`src/rtl/skip_seq_pkg.sv`:
```
package skip_seq_pkg;

  // Role of the slot currently being presented
  typedef enum logic [2:0] {
    SL_EXEC,    // a new instruction starts here
    SL_SKIP1,   // first word squashed by a taken skip
    SL_SKIP2,   // trailing word of a skipped two-word instruction
    SL_OPER,    // operand word of an executing two-word instruction
    SL_REFILL   // bubble after a redirect
  } slotKind_t;

  typedef struct packed {
    logic skipClass;
    logic noRegWr;
    logic twoFirst;
    logic twoSecond;
  } wordClass_t;

  typedef struct packed {
    logic pcLoad;
    logic pcAdvance;
    logic cntClear;
  } dpStrobe_t;

endpackage

```
`src/rtl/seq_decode.sv`:
```
module seq_decode
  import skip_seq_pkg::*;
(
  input  logic [5:0]  opHi,
  output wordClass_t  cls
);

  logic cmpTest, bitTest, countSkip;

  always_comb begin
    cmpTest   = (opHi[5:1] == 5'b01100);
    bitTest   = (opHi[5:3] == 3'b101);
    countSkip = (opHi == 6'b001011) || (opHi == 6'b001111) ||
                (opHi == 6'b010011) || (opHi == 6'b010010);
    cls.skipClass = cmpTest | bitTest | countSkip;
    cls.noRegWr   = cmpTest | bitTest;
    cls.twoFirst  = (opHi[5:2] == 4'b1100);
    cls.twoSecond = (opHi[5:2] == 4'b1111);
  end

endmodule

```
`src/rtl/seq_ctrl.sv`:
```
module seq_ctrl
  import skip_seq_pkg::*;
(
  input  logic       clk,
  input  logic       rstN,
  input  wordClass_t cls,
  input  logic       testTrue,
  input  logic       branchTaken,
  output logic       issueValid,
  output logic       operandSlot,
  output logic       regWriteEn,
  output logic       flagWriteEn,
  output logic       instrDone,
  output dpStrobe_t  strobe
);

  slotKind_t slotQ, slotNext;

  always_comb begin
    slotNext         = SL_EXEC;
    issueValid       = 1'b0;
    operandSlot      = 1'b0;
    strobe.pcLoad    = 1'b0;
    strobe.pcAdvance = 1'b1;
    case (slotQ)
      SL_EXEC: begin
        if (!cls.twoSecond) begin
          issueValid = 1'b1;
          if (cls.twoFirst) begin
            slotNext = SL_OPER;
          end else if (cls.skipClass) begin
            if (testTrue) slotNext = SL_SKIP1;
          end else if (branchTaken) begin
            slotNext         = SL_REFILL;
            strobe.pcLoad    = 1'b1;
            strobe.pcAdvance = 1'b0;
          end
        end
      end
      SL_SKIP1: begin
        if (cls.twoFirst) slotNext = SL_SKIP2;
      end
      SL_SKIP2: ;
      SL_OPER:   operandSlot = 1'b1;
      SL_REFILL: strobe.pcAdvance = 1'b0;
      default: ;
    endcase
    regWriteEn      = (issueValid & ~cls.noRegWr & ~cls.twoFirst) | operandSlot;
    flagWriteEn     = issueValid & ~cls.skipClass & ~cls.twoFirst;
    instrDone       = (slotNext == SL_EXEC);
    strobe.cntClear = instrDone;
  end

  always_ff @(posedge clk or negedge rstN) begin
    if (!rstN) slotQ <= SL_EXEC;
    else       slotQ <= slotNext;
  end

endmodule

```
`src/rtl/seq_dp.sv`:
```
module seq_dp
  import skip_seq_pkg::*;
#(
  parameter int PC_W  = 12,
  parameter int CNT_W = 3
) (
  input  logic             clk,
  input  logic             rstN,
  input  dpStrobe_t        strobe,
  input  logic [PC_W-1:0]  branchTarget,
  output logic [PC_W-1:0]  pc,
  output logic [CNT_W-1:0] instrCycles
);

  logic [CNT_W-1:0] cycCnt;

  always_ff @(posedge clk or negedge rstN) begin
    if (!rstN) begin
      pc     <= '0;
      cycCnt <= '0;
    end else begin
      if (strobe.pcLoad)         pc <= branchTarget;
      else if (strobe.pcAdvance) pc <= pc + PC_W'(1);
      if (strobe.cntClear) cycCnt <= '0;
      else                 cycCnt <= cycCnt + CNT_W'(1);
    end
  end

  assign instrCycles = cycCnt + CNT_W'(1);

endmodule

```
`src/rtl/skip_seq.sv`:
```
module skip_seq
  import skip_seq_pkg::*;
#(
  parameter int WORD_W = 16,
  parameter int PC_W   = 12,
  parameter int CNT_W  = 3
) (
  input  logic              clk,
  input  logic              rstN,
  input  logic [WORD_W-1:0] instrWord,
  input  logic              testTrue,
  input  logic              branchTaken,
  input  logic [PC_W-1:0]   branchTarget,
  output logic [PC_W-1:0]   pc,
  output logic              issueValid,
  output logic              operandSlot,
  output logic              regWriteEn,
  output logic              flagWriteEn,
  output logic              instrDone,
  output logic [CNT_W-1:0]  instrCycles
);

  localparam int OP_MSB = WORD_W - 1;

  wordClass_t wordCls;
  dpStrobe_t  dpStb;

  seq_decode u_decode (
    .opHi (instrWord[OP_MSB -: 6]),
    .cls  (wordCls)
  );

  seq_ctrl u_ctrl (
    .clk         (clk),
    .rstN        (rstN),
    .cls         (wordCls),
    .testTrue    (testTrue),
    .branchTaken (branchTaken),
    .issueValid  (issueValid),
    .operandSlot (operandSlot),
    .regWriteEn  (regWriteEn),
    .flagWriteEn (flagWriteEn),
    .instrDone   (instrDone),
    .strobe      (dpStb)
  );

  seq_dp #(.PC_W(PC_W), .CNT_W(CNT_W)) u_dp (
    .clk          (clk),
    .rstN         (rstN),
    .strobe       (dpStb),
    .branchTarget (branchTarget),
    .pc           (pc),
    .instrCycles  (instrCycles)
  );

endmodule

```
`config.mk`:
```
export PLATFORM = sky130hd
export DESIGN_NAME = skip_seq
export DESIGN_NICKNAME = d
export VERILOG_FILES = /design/src/rtl/skip_seq_pkg.sv /design/src/rtl/seq_decode.sv /design/src/rtl/seq_ctrl.sv /design/src/rtl/seq_dp.sv /design/src/rtl/skip_seq.sv
export SDC_FILE = /design/constraint.sdc
export NUM_CORES = 1
export LEC_CHECK = 0
export BUFFER_PORTS_ARGS = -buffer_cell sky130_fd_sc_hd__buf_4
export CELL_PAD_IN_SITES_DETAIL_PLACEMENT = 0
export CELL_PAD_IN_SITES_GLOBAL_PLACEMENT = 2
export CORE_MARGIN = 4
export CORE_UTILIZATION = 28
export DETAILED_ROUTE_END_ITERATION = 8
export PLACE_DENSITY_LB_ADDON = 0.2
export SYNTH_ARGS = -nofsm -noshare
export SYNTH_HDL_FRONTEND = slang
export SYNTH_SLANG_ARGS = --single-unit
```
`constraint.sdc`:
```
create_clock -name clk -period 4.6 [get_ports clk]
set_input_delay 0.92 -clock clk [delete_from_list [all_inputs] [get_ports clk]]
set_output_delay 0.92 -clock clk [all_outputs]
set_load 0.02 [all_outputs]
```
* Word level (Yosys, flattened, before mapping)
Cells that the tools add are included.
** Storage, ports and cells
- Bits of input ports :: 32
- Output and inout bits :: 20
- Flip-flop bits (word level) :: 18
** Operators by class
- Reductions and logical operators :: 6
- Bitwise gates (word level) :: 10
- Mux-type cells :: 19
- Equality and inequality tests :: 11
- Add/subtract/negate cells :: 2
** Operators by type and width (number)
- 12-bit 2-to-1 mux :: 2
- 3-bit 2-to-1 mux :: 5
- 12-bit by 1-bit adder with 12-bit output, second input constant :: 1
- 6-bit by 4-bit == test with 1-bit output, second input constant :: 2
- 6-bit by 5-bit == test with 1-bit output, second input constant :: 2
- 2-bit 2-to-1 mux :: 5
- 4-bit == test, second input constant :: 2
- 3-bit == test, second input constant :: 2
- 3-bit zero test :: 2
- 3-bit one-hot mux with 2 select lines :: 1
- 5-bit by 4-bit == test with 1-bit output, second input constant :: 1
- 1-bit 2-to-1 mux :: 5
- 1-bit bitwise AND :: 4
- 3-bit by 1-bit adder with 3-bit output, second input constant :: 1
- 3-bit by 1-bit == test with 1-bit output, second input constant :: 1
- 3-bit by 2-bit == test with 1-bit output, second input constant :: 1
- 1-bit logical OR :: 3
- 1-bit inverter :: 3
- 1-bit OR :: 3
- 1-bit one-hot mux with 2 select lines :: 1
- 2-bit nonzero test :: 1

* Depth between registers and ports, before layout
Gate-level depths: netlist of the first run.
- Depth in word-level cells :: 11
- Gate-level depth with buffers :: 8
- Depth with buffers taken out :: 6

* Cells and area by module
From an unflattened synthesis of the first run, not the netlist that was laid out.
** Second synthesis, totals
- Cell total of the unflattened synthesis :: 116
- Area, all modules :: 1119.8 µm²
** Modules (own cells, without submodules)
- seq_dp :: area an instance 830.8 µm², cells an instance 83, instances 1, seq. area each 375.4 µm²
- seq_ctrl :: area an instance 205.2 µm², cells an instance 24, instances 1, seq. area each 75.1 µm²
- seq_decode :: area an instance 83.8 µm², cells an instance 9, instances 1, seq. area each 0.0 µm²

* Worst setup path before layout of the first run
Ideal clock, no wire load.
- Path type :: input-to-output
- Start point :: in instrWord[13]
- End point :: out instrDone
- Arrival :: 2.173 ns
- Data required time :: 3.680 ns
- Buffers on the path :: 1
- Path slack :: 1.507 ns
- Cell stages on the path :: 6
- Path through :: buf_6 > or3b_4 > o2111ai_2 > or2_4 > inv_2 > nor3_4
** On the way
- Cells in the longest elaborated chain, start to end :: 10
- Elaborated cells between the ends (all ways) :: 19
** Ends and longest elaborated chain
- start: declaration :: RTL line skip_seq.sv:10 : input logic [WORD_W-1:0] instrWord,
- 6-bit by 4-bit == test with 1-bit output :: RTL line seq_decode.sv:13 : countSkip = (opHi == 6'b001011) || (opHi == 6'b001111) ||
- 1-bit logical OR (2 in series) :: RTL line seq_decode.sv:13
- 1-bit logical OR :: RTL line seq_decode.sv:14 : (opHi == 6'b010011) || (opHi == 6'b010010);
- 1-bit OR :: RTL line seq_decode.sv:15 : cls.skipClass = cmpTest | bitTest | countSkip;
- 3-bit 2-to-1 mux :: RTL line seq_ctrl.sv:31 : end else if (cls.skipClass) begin
- 3-bit 2-to-1 mux :: RTL line seq_ctrl.sv:29 : if (cls.twoFirst) begin
- 3-bit 2-to-1 mux :: RTL line seq_ctrl.sv:27 : if (!cls.twoSecond) begin
- 3-bit one-hot mux with 2 select lines * :: RTL line seq_ctrl.sv:25 : case (slotQ)
- 3-bit zero test * :: RTL line seq_ctrl.sv:50 : instrDone = (slotNext == SL_EXEC);
- end: declaration :: RTL line skip_seq.sv:19 : output logic instrDone,
Every way passes the cells marked *; elsewhere a longest branch is shown, timed or not.

* Final worst setup path of the first run
- Start point :: in instrWord[15]
- End point :: out instrDone
The elaborated chain is that of the path after synthesis.

==> results.md, run 1 <==
* Distinct cells, synth at 44
* Synth top area share at roughly two fifths
* CP Data Required Time at 3.68 ns
* First-pass GRT wire length at 4880 µm
* Via density at approximately 5.0
* Reg2Reg Depth at 6
* Most common cell after layout, fill and taps aside: buf_4
* Initial DRC count at 35
* Cells after DPL at 207
* Overflow left after global routing at 0
* Inserted Diodes at 0
* Largest net degree at the start of global routing at 19
* Die Y at slightly above 70 µm
* First-pass DRT Iterations at 4
* Post-route ant nets at 0
* Initial core utilization at ~30%
* Htree depth at 1
* # fillers at ~400
* Area post-placement at 1460 µm²
* Seq. cell area at between 400 and 500 µm²
* Final worst path period share at between 70 and 80%
* Syn Nets at approximately 160
* Final std cells w/o fill at ~210
* Synth area leader: dfrtp_1
* Cell Pwr Density at slightly below 500 nW/µm²
* Max-slew violations at 0
* WHS Path Cells at 1
* Post-CTS Setup Inserts at 0
* Main area contributors after synthesis: dfrtp_1 (40%), nand2_1 (4.0%), nor2_1 (4.0%)
* Maxcap violations at 0
* Ports at 52
* Critical path endpoint category: primary output
* Skew final at around 0.0037 ns
* Status: finished, final reports clean
* Worst Path Max Fanout at 15
* Share of layout cells above drive strength 1 at between 30% and 40%
* CTS clock-pin slew for the worst setup and hold paths at ~0.070 ns
* Final Cell Area at 1520 µm²
* Hold buffers post-CTS at 0
* Post-synth EDFFs at 0
* Critical R2R Launch: u_ctrl.slotQ[0]$_DFF_PN0_
* Worst slew margin at a little under half
* Layout net count at between 150 and 200
* Leak at between 0.0007 and 0.0008 µW
* RSZ-0062 raised after global routing: false
* Synthesized flop and latch total at 18
* Seq/Total Area, Yosys at around two fifths
* Die X at slightly above 70 µm
* Worst Hold Class: flip-flop to flip-flop
* DR vias at 1064
* Post_cts resized at 0
* FP Rows at 22
* Mapped Cells at around 120
* Fin crit period at 3.56 ns
* Routability congestion estimate at ~0.75
* Port Buffers at 41
* Clk sinks at 18
* Critical path arrival at between 2 and 3 ns
* Final Hold Fails at 0
* TritonCTS clock tree: done
* Max Fclk at 281 MHz
* HPWL Detailed at ~2300 µm
* Hold_sp: u_dp.cycCnt[0]$_DFF_PN0_
* DRT Wirelength at 2970 µm
* Wire per inst at 14.1 µm
* Total core area at approximately 3800 µm²
* Syn Area/Cell at roughly 9.3 µm²
* Setup violations, final at 0
* Worst setup startpoint: instrWord[15]
* Ys Warns at 0
* Most frequent cells in the layout: buf_4 (41), dfrtp_1 (18), nor2_1 (12), nand2_1 (12)
* Worst Max-Slew Pin Slew at 0.804 ns
* DIE AREA at between 5000 and 6000 µm²
* TNS Setup at 0 ns
* Async S/R FF share, synth at 100%
* Cts bufs inserted at 3
* Vias in the first global route at approximately 1000
* Ys flop type: dfrtp_1
* Initial antenna violation count at 0
* CTS root buf: clkbuf_8
* Maximum VDD drop at around 0.23 mV
* DRC at 0
* CP Launch Type: input pin
* Clk buf depth at 2
* Clock latency on the worst-skew pair at between 0.2 and 0.3 ns
* Layout area overhead at 33.1%
* Synthesized cell area at approximately 1100 µm²
* GRT Overall Usage at between 10% and 20%
* Multi-input logic area at between 600 and 700 µm²
* Crit Path Class: input pin to primary output
[Yosys cell counts, drive strengths merged (2+ instances only)]
cell type	count
nor2	12
a311oi	2
o21ai	10
xnor2	2
o22ai	2
nor4b	2
a22oi	2
nand2	12
nor3	5
and3	2
mux2i	2
buf	3
inv	5
nor2b	3
ha	2
dfrtp	18
nand3	6
xor2	4
nand4	3
a21oi	6
[flip-flops by register name, summed over array words and instances, names as in the netlist]
name / cells
u_dp.pc: 12
u_ctrl.slotQ: 3
u_dp.cycCnt: 3
[final cells by class]
type,instances,share of cell area [%]
Multi-Input combinational cell,95,41.1
Sequential cell,18,29.7
Timing Repair Buffer,41,20.3
Tap cell,48,3.96
Clock buffer,4,3.63
Inverter,5,1.24
[metrics by stage]
stage	setup WS, ns	total power [µW]	utilization, %	hold WS, ns
global route	0.933	806	39.9	0.495
floorplan	1.51	485	-	0.432
finish	1.04	751	39.9	0.469
CTS	1.03	764	39.9	0.472
global placement	1.04	622	38.4	0.450
detailed placement	1.05	628	38.4	0.462
[routing by layer]
metal	global-route usage (%)	vias to the layer above	wire length (µm)
met2	19.0	32	1350
met3	3.23	2	200
met1	16.3	503	1400
met5	0	-	0
met4	3.13	0	18
li1	-	527	-
[report_power, final]
| group | switching, µW | leakage (µW) | internal (µW) |
|---|---|---|---|
| clock | 55.3 | 0.0000288 | 76.1 |
| sequential | 65.1 | 0.000218 | 209 |
| combinational | 186 | 0.000454 | 160 |
| total | 306 | 0.000701 | 445 |
[worst max-delay path, stage by stage]
cell	delay, ns
buf_4	0.13
nor4b_1	0.40
o2bb2ai_1	0.26
or2_4	0.30
inv_2	0.17
nor3_4	0.27
buf_4	0.18
[final timing paths]
kind,end,slack (ns)
hold / removal,u_dp.cycCnt[0]$_DFF_PN0_,0.47
setup / recovery,instrDone,1.04
hold reg to reg,u_dp.cycCnt[0]$_DFF_PN0_,0.47
max in group asynchronous,u_dp.pc[1]$_DFFE_PN0P_,3.86
min in group asynchronous,u_dp.pc[10]$_DFFE_PN0P_,0.53
setup reg to reg,u_dp.pc[11]$_DFFE_PN0P_,2.65
[logic make-up after synthesis]
| logic type | synth area share (%) |
|---|---|
| simple gates | 25.8 |
| fa+ha+maj | 2.20 |
| compound gates | 19.3 |
| xor+xnor | 4.62 |
| mux | 2.75 |
| buf+inv | 5.71 |
| flops | 39.6 |
Power figures use the tool's default switching activity.
==> run 2, diff against run 1 <==
--- a/config.mk
+++ b/config.mk
@@ -9,7 +9,7 @@
 export CELL_PAD_IN_SITES_DETAIL_PLACEMENT = 0
 export CELL_PAD_IN_SITES_GLOBAL_PLACEMENT = 2
 export CORE_MARGIN = 4
-export CORE_UTILIZATION = 28
+export CORE_UTILIZATION = 26
 export DETAILED_ROUTE_END_ITERATION = 8
 export PLACE_DENSITY_LB_ADDON = 0.2
 export SYNTH_ARGS = -nofsm -noshare
==> constraint.sdc (replaced) <==
create_clock -name clk -period 3.5 [get_ports clk]
set_input_delay 0.7 -clock clk [delete_from_list [all_inputs] [get_ports clk]]
set_output_delay 0.7 -clock clk [all_outputs]
set_load 0.02 [all_outputs]
==> run 2 against run 1 <==
  * Critical endpoint unchanged
  * Sequential power is 31% higher
  * Largest power group unchanged
  * Cell area is 0.17% higher
  * Cell count is 0.95% higher
  * Register-to-register slack worse by 1.1 ns
==> results.md, run 2 (synthesis results as in run 1) <==
* Status: finished, final reports clean (unchanged)
* GRT Overall Usage at 12.2% (was 12.1%)
* TritonCTS clock tree: done (unchanged)
* RSZ-0062 raised after global routing: false (unchanged)
* Largest stage delay on the critical path at 0.42 ns (was 0.40 ns)
* Initial core utilization at 27.7% (was 30.0%)
* CP Launch Type: input pin (unchanged)
* Cell Pwr Density at 654 nW/µm² (was 496 nW/µm²)
* CP delay by family, top: simple AND/OR/NAND/NOR gates (unchanged)
* DP Worst Slack at 0.344 ns (was 1.05 ns)
* Maxcap violations at 0 (unchanged)
* Maximum VDD drop at 0.315 mV (was 0.232 mV)
* Initial antenna violation count at 0 (unchanged)
* Wire per inst at 14.7 µm (was 14.1 µm)
* DRT Wirelength at 3140 µm (was 2970 µm)
* CTS root buf: clkbuf_8 (unchanged)
* Reg2reg setup slack at 1.51 ns (was 2.65 ns)
* Worst path slowest cell: nor4b_1 (unchanged)
* Worst path depth at 7 (unchanged)
* DRC at 0 (unchanged)
* R2r endpoint: u_dp.pc[11]$_DFFE_PN0P_ (unchanged)
* Vias in the first global route at 1072 (was 1008)
* Fin crit period at about 3.2 ns
* CP Cell Sequence: buf_4 > nor4b_1 > o2bb2ai_1 > or2_4 > inv_2 > nor3_4 > buf_4 (unchanged)
* Skew final at 0.00307 ns (was 0.00368 ns)
* Final Hold Fails at 0 (unchanged)
* Biggest regs: u_dp.pc (12), u_ctrl.slotQ (3), u_dp.cycCnt (3) (unchanged)
* Worst Hold Class: input pin to asynchronous set/reset pin (was flip-flop to flip-flop)
* Routability congestion estimate at 0.761 (was 0.747)
* Critical R2R Launch: u_ctrl.slotQ[0]$_DFF_PN0_ (unchanged)
* Critical path endpoint category: primary output (unchanged)
* DIE AREA at 5500 µm² (was 5150 µm²)
* Worst slew margin at 45.1% (was 46.3%)
* Max Fclk at ~320 MHz
* First-pass GRT wire length at 5210 µm (was 4880 µm)
* Overflow left after global routing at 0 (unchanged)
* Clk sinks at 18 (unchanged)
* Crit Path Class: input pin to primary output (unchanged)
* Worst Path Max Fanout at 15 (unchanged)
* Initial DRC count at 80 (was 35)
* Leak at 0.000701 µW (unchanged)
* Setup violations, final at 0 (unchanged)
* Max-slew violations at 0 (unchanged)
* CP Data Required Time at 2.80 ns (was 3.68 ns)
* Cts bufs inserted at 3 (unchanged)
* Die X at 74.2 µm (was 71.8 µm)
* Reg2Reg Depth at 6 (unchanged)
* Clk buf depth at 2 (unchanged)
* Layout net count at 198 (unchanged)
* Inserted Diodes at 0 (unchanged)
* Final worst slack at 0.342 ns (was 1.04 ns)
* Seq. cell area at 450 µm² (unchanged)
* # fillers at 439 (was 401)
* Total core area at 4120 µm² (was 3800 µm²)
* Worst Max-Slew Pin Slew at 0.822 ns (was 0.804 ns)
* First-pass DRT Iterations at 4 (unchanged)
* Worst setup startpoint: instrWord[15] (unchanged)
* DR vias at 1070 (was 1064)
* Port Buffers at 41 (unchanged)
* Most used cell, CP: buf_4 (unchanged)
* Most common cell after layout, fill and taps aside: buf_4 (unchanged)
* Largest net degree at the start of global routing at 19 (unchanged)
* Critical path endpoint: instrDone (unchanged)
* CTS clock-pin slew for the worst setup and hold paths at 0.07 ns (about the same)
* Max FFs per register at 12 (unchanged)
* Critical path arrival at 2.46 ns (was 2.64 ns)
* Largest register by flop count: u_dp.pc (unchanged)
* Multi-input logic area at 623 µm² (unchanged)
* FP Rows at 23 (was 22)
* Clock latency on the worst-skew pair at 0.25 ns (about the same)
* Post-route ant nets at 0 (unchanged)
* Post-CTS Setup Inserts at 0 (unchanged)
* Layout area overhead at 33.3% (was 33.1%)
* Ports at 52 (unchanged)
* Via density at 5.02 (was 5.04)
* Post_cts resized at 0 (unchanged)
* TNS Setup at 0 ns (unchanged)
* Htree depth at 1 (unchanged)
* WP buf/inv at 3 (unchanged)
* Die Y at 74.2 µm (was 71.8 µm)
* Share of layout cells above drive strength 1 at 33.1% (unchanged)
* HPWL Detailed at 2380 µm (was 2280 µm)
* Hold buffers post-CTS at 0 (unchanged)
* Most frequent cells in the layout: buf_4 (41), dfrtp_1 (18), nor2_1 (12), nand2_1 (12) (unchanged)
* Final worst path period share at 90.2%
==> run 2: how the worst min path moves through the flow <==
stage	from	endpoint	slack [ns]	cells after the start
2_1_floorplan	rstN	u_ctrl.slotQ[0]$_DFF_PN0_	0.40	0
3_3_place_gp	u_dp.cycCnt[0]$_DFF_PN0_	u_dp.cycCnt[0]$_DFF_PN0_	0.45	1
3_5_place_dp	u_dp.cycCnt[0]$_DFF_PN0_	u_dp.cycCnt[0]$_DFF_PN0_	0.47	1
4_1_cts	rstN	u_ctrl.slotQ[1]$_DFF_PN0_	0.31	1
5_1_grt	rstN	u_dp.cycCnt[1]$_DFF_PN0_	0.31	1
6_report	rstN	u_ctrl.slotQ[1]$_DFF_PN0_	0.31	1
==> run 2: per-stage QoR <==
step           instance area (µm²)  utilization [%]  total power (µW)  hold slack, ns  cells
6_report                      1520             36.9               993           0.309    213
5_1_grt                       1520             36.9              1070           0.312    213
3_5_place_dp                  1460             35.5               830           0.473    209
3_3_place_gp                  1460             35.5               819           0.451    209
2_1_floorplan                 1140                -               637           0.404    122
4_1_cts                       1520             36.9              1010           0.307    213
==> run 2: cell type report <==
type,instances,share of cell area [%]
flip-flops and latches,18,29.7
well taps,50,4.12
clock buffers,4,3.63
repair buffers,41,20.3
multi-input cells,95,41.1
inverters,5,1.24
==> run 2: metal layers <==
metal | wire length (µm) | GRT usage (%) | part of all wire (%)
met5 | 0 | 0 | 0
met4 | 13 | 2.41 | 0.41
met3 | 174 | 3.38 | 5.5
met2 | 1430 | 19.1 | 45
met1 | 1520 | 16.9 | 49
==> run 2: worst register-to-register path, cell delays in order (launching register included) <==
cell and delay (ns):
dfrtp_1 0.41, nor3_2 0.33, o2111ai_2 0.19, or2_4 0.35, inv_2 0.27, a21oi_1 0.07
a221o_1 0.26
==> run 2: power by group <==
group / switching, µW / total [µW] / internal, µW / leakage, µW
Combinational: 251 / 462 / 211 / 0.000454
Clock: 71.5 / 171 / 100 / 0.0000288
Sequential: 85.2 / 360 / 274 / 0.000218
==> run 3, diff against run 2 <==
--- a/config.mk
+++ b/config.mk
@@ -6,10 +6,9 @@
 export NUM_CORES = 1
 export LEC_CHECK = 0
 export BUFFER_PORTS_ARGS = -buffer_cell sky130_fd_sc_hd__buf_4
-export CELL_PAD_IN_SITES_DETAIL_PLACEMENT = 0
-export CELL_PAD_IN_SITES_GLOBAL_PLACEMENT = 2
+export CAP_MARGIN = 20
 export CORE_MARGIN = 4
-export CORE_UTILIZATION = 26
+export CORE_UTILIZATION = 35
 export DETAILED_ROUTE_END_ITERATION = 8
 export PLACE_DENSITY_LB_ADDON = 0.2
 export SYNTH_ARGS = -nofsm -noshare
==> run 3 against run 2 <==
  * Critical path depth unchanged
  * Total power down 5.4%
  * Wire length down 13%
  * Sequential cell count unchanged
  * First-iteration DRC count down 60%
  * Global-route usage up 1.8 points
  * Register-to-register slack better by 0.10 ns
  * Combinational power down 2%
  * Utilization up 12 points
  * Largest cell class unchanged
  * Largest power group unchanged
==> results.md, run 3 (synthesis results as in run 1) <==
* Status: finished, final reports clean (unchanged)
* Final Hold Fails at 0 (unchanged)
* Initial core utilization at 37.0% (was 27.7%)
* Ports at 52 (unchanged)
* Multi-input logic area at 623 µm² (unchanged)
* Post-CTS Setup Inserts at 0 (unchanged)
* Skew final at 0.00150 ns (was 0.00307 ns)
* Worst Max-Slew Pin Slew at 0.808 ns (was 0.822 ns)
* Vias in the first global route at 1048 (was 1072)
* Cts bufs inserted at 3 (unchanged)
* Hold buffers post-CTS at 0 (unchanged)
* First-pass DRT Iterations at 4 (unchanged)
* Post_cts resized at 0 (unchanged)
* DRC at 0 (unchanged)
* Total core area at 3080 µm² (was 4120 µm²)
* Via density at 5.05 (was 5.02)
* Crit Path Class: input pin to primary output (unchanged)
* Die X at 65.0 µm (was 74.2 µm)
* Most common cell after layout, fill and taps aside: buf_4 (unchanged)
* CP Launch Type: input pin (unchanged)
* Leak at 0.000694 µW (was 0.000701 µW)
* Largest net degree at the start of global routing at 19 (unchanged)
* Initial antenna violation count at 0 (unchanged)
* Final Cell Area at 1490 µm² (was 1520 µm²)
* Largest register by flop count: u_dp.pc (unchanged)
* First-pass GRT wire length at 4700 µm (was 5210 µm)
* Worst Path Max Fanout at 15 (unchanged)
* Biggest regs: u_dp.pc (12), u_ctrl.slotQ (3), u_dp.cycCnt (3) (unchanged)
* Critical path arrival at 2.33 ns (was 2.46 ns)
* Wire per inst at 13.2 µm (was 14.7 µm)
* Final std cells w/o fill at 207 (was 213)
* Die Y at 65.0 µm (was 74.2 µm)
* Clock latency on the worst-skew pair at 0.29 ns (was 0.25 ns)
* Post-route ant nets at 0 (unchanged)
* FP Rows at 20 (was 23)
* Clk buf depth at 2 (unchanged)
* DRT Wirelength at 2730 µm (was 3140 µm)
* Max-slew violations at 0 (unchanged)
* DR vias at 1046 (was 1070)
* Overflow left after global routing at 0 (unchanged)
* Routability congestion estimate at 0.803 (was 0.761)
* CTS clock-pin slew for the worst setup and hold paths at 0.10 ns (was 0.07 ns)
* CTS root buf: clkbuf_4 (was clkbuf_8)
* CP Data Required Time at 2.80 ns (about the same)
* Port Buffers at 41 (unchanged)
* Max Fclk at 330 MHz (was 317 MHz)
* Cells after DPL at 203 (was 209)
* Critical path endpoint category: primary output (unchanged)
* Max FFs per register at 12 (unchanged)
* Core Util, Final at 48.5% (was 36.9%)
* GRT Overall Usage at 14.0% (was 12.2%)
* TritonCTS clock tree: done (unchanged)
* # fillers at 317 (was 439)
* Share of layout cells above drive strength 1 at 33.1% (unchanged)
* Maxcap violations at 0 (unchanged)
* DIE AREA at 4230 µm² (was 5500 µm²)
* HPWL Detailed at 2120 µm (was 2380 µm)
* Clk sinks at 18 (unchanged)
* Area post-placement at 1460 µm² (about the same)
* Final worst path period share at 86.5% (was 90.2%)
* Worst slew margin at 46.0% (was 45.1%)
* Seq. cell area at 450 µm² (unchanged)
* Inserted Diodes at 0 (unchanged)
* Layout area overhead at 31.0% (was 33.3%)
* TNS Setup at 0 ns (unchanged)
* Setup violations, final at 0 (unchanged)
* Initial DRC count at 32 (was 80)
* Fin crit period at 3.03 ns (was 3.16 ns)
* Htree depth at 1 (unchanged)
* RSZ-0062 raised after global routing: false (unchanged)
* Layout net count at 198 (unchanged)
* Most frequent cells in the layout: buf_4 (41), dfrtp_1 (18), nor2_1 (12), nand2_1 (12) (unchanged)
* Maximum VDD drop at 0.334 mV (was 0.315 mV)
* Worst Hold Class: input pin to asynchronous set/reset pin (unchanged)
* Cell Pwr Density at 630 nW/µm² (was 654 nW/µm²)
==> run 3: stage by stage <==
| stage | power [µW] | setup WS, ns | hold WS [ns] |
|---|---|---|---|
| final | 940 | 0.473 | 0.261 |
| after global routing | 1010 | 0.261 | 0.259 |
| after CTS | 949 | 0.439 | 0.262 |
| after detailed placement | 818 | 0.449 | 0.468 |
| after global placement | 809 | 0.463 | 0.448 |
| after floorplan | 637 | 0.847 | 0.404 |
==> run 3: layer usage <==
layer  global-route usage (%)  share of wire, %  up-vias
li1                         -                 -      525
met1                     18.6                47      485
met2                     23.5                46       32
met3                     2.25               6.5        4
met4                     3.89              0.92        0
met5                        0                 0        -
==> run 3: power breakdown <==
group	total, µW	internal (µW)	leakage (µW)	switching (µW)
Combinational	453	210	0.000454	243
Sequential	360	274	0.000218	85.8
Clock	127	63.3	0.0000210	63.7
==> run 3: final timing paths <==
path / cells past startpoint / end / slack [ns] / start
max: 7 / instrDone / 0.47 / instrWord[15]
min: 1 / u_dp.cycCnt[0]$_DFF_PN0_ / 0.26 / rstN
max reg2reg: 6 / u_dp.pc[11]$_DFFE_PN0P_ / 1.61 / u_ctrl.slotQ[0]$_DFF_PN0_
min reg2reg: 1 / u_dp.cycCnt[0]$_DFF_PN0_ / 0.47 / u_dp.cycCnt[0]$_DFF_PN0_
max in group asynchronous: 1 / u_dp.pc[7]$_DFFE_PN0P_ / 3.04 / rstN
min in group clk: 1 / u_dp.cycCnt[0]$_DFF_PN0_ / 0.47 / u_dp.cycCnt[0]$_DFF_PN0_
==> run 3: critical path, cell delays in order <==
cell and delay [ns]:
buf_4 0.13, nor4b_1 0.38, o2bb2ai_1 0.23, or2_4 0.28
inv_2 0.16, nor3_4 0.26, buf_4 0.18
==> run 3: cell type report <==
type | count | area share, %
clock buffers | 4 | 2.43
well taps | 44 | 3.69
multi-input cells | 95 | 41.8
repair buffers | 41 | 20.6
inverters | 5 | 1.26
flip-flops and latches | 18 | 30.2
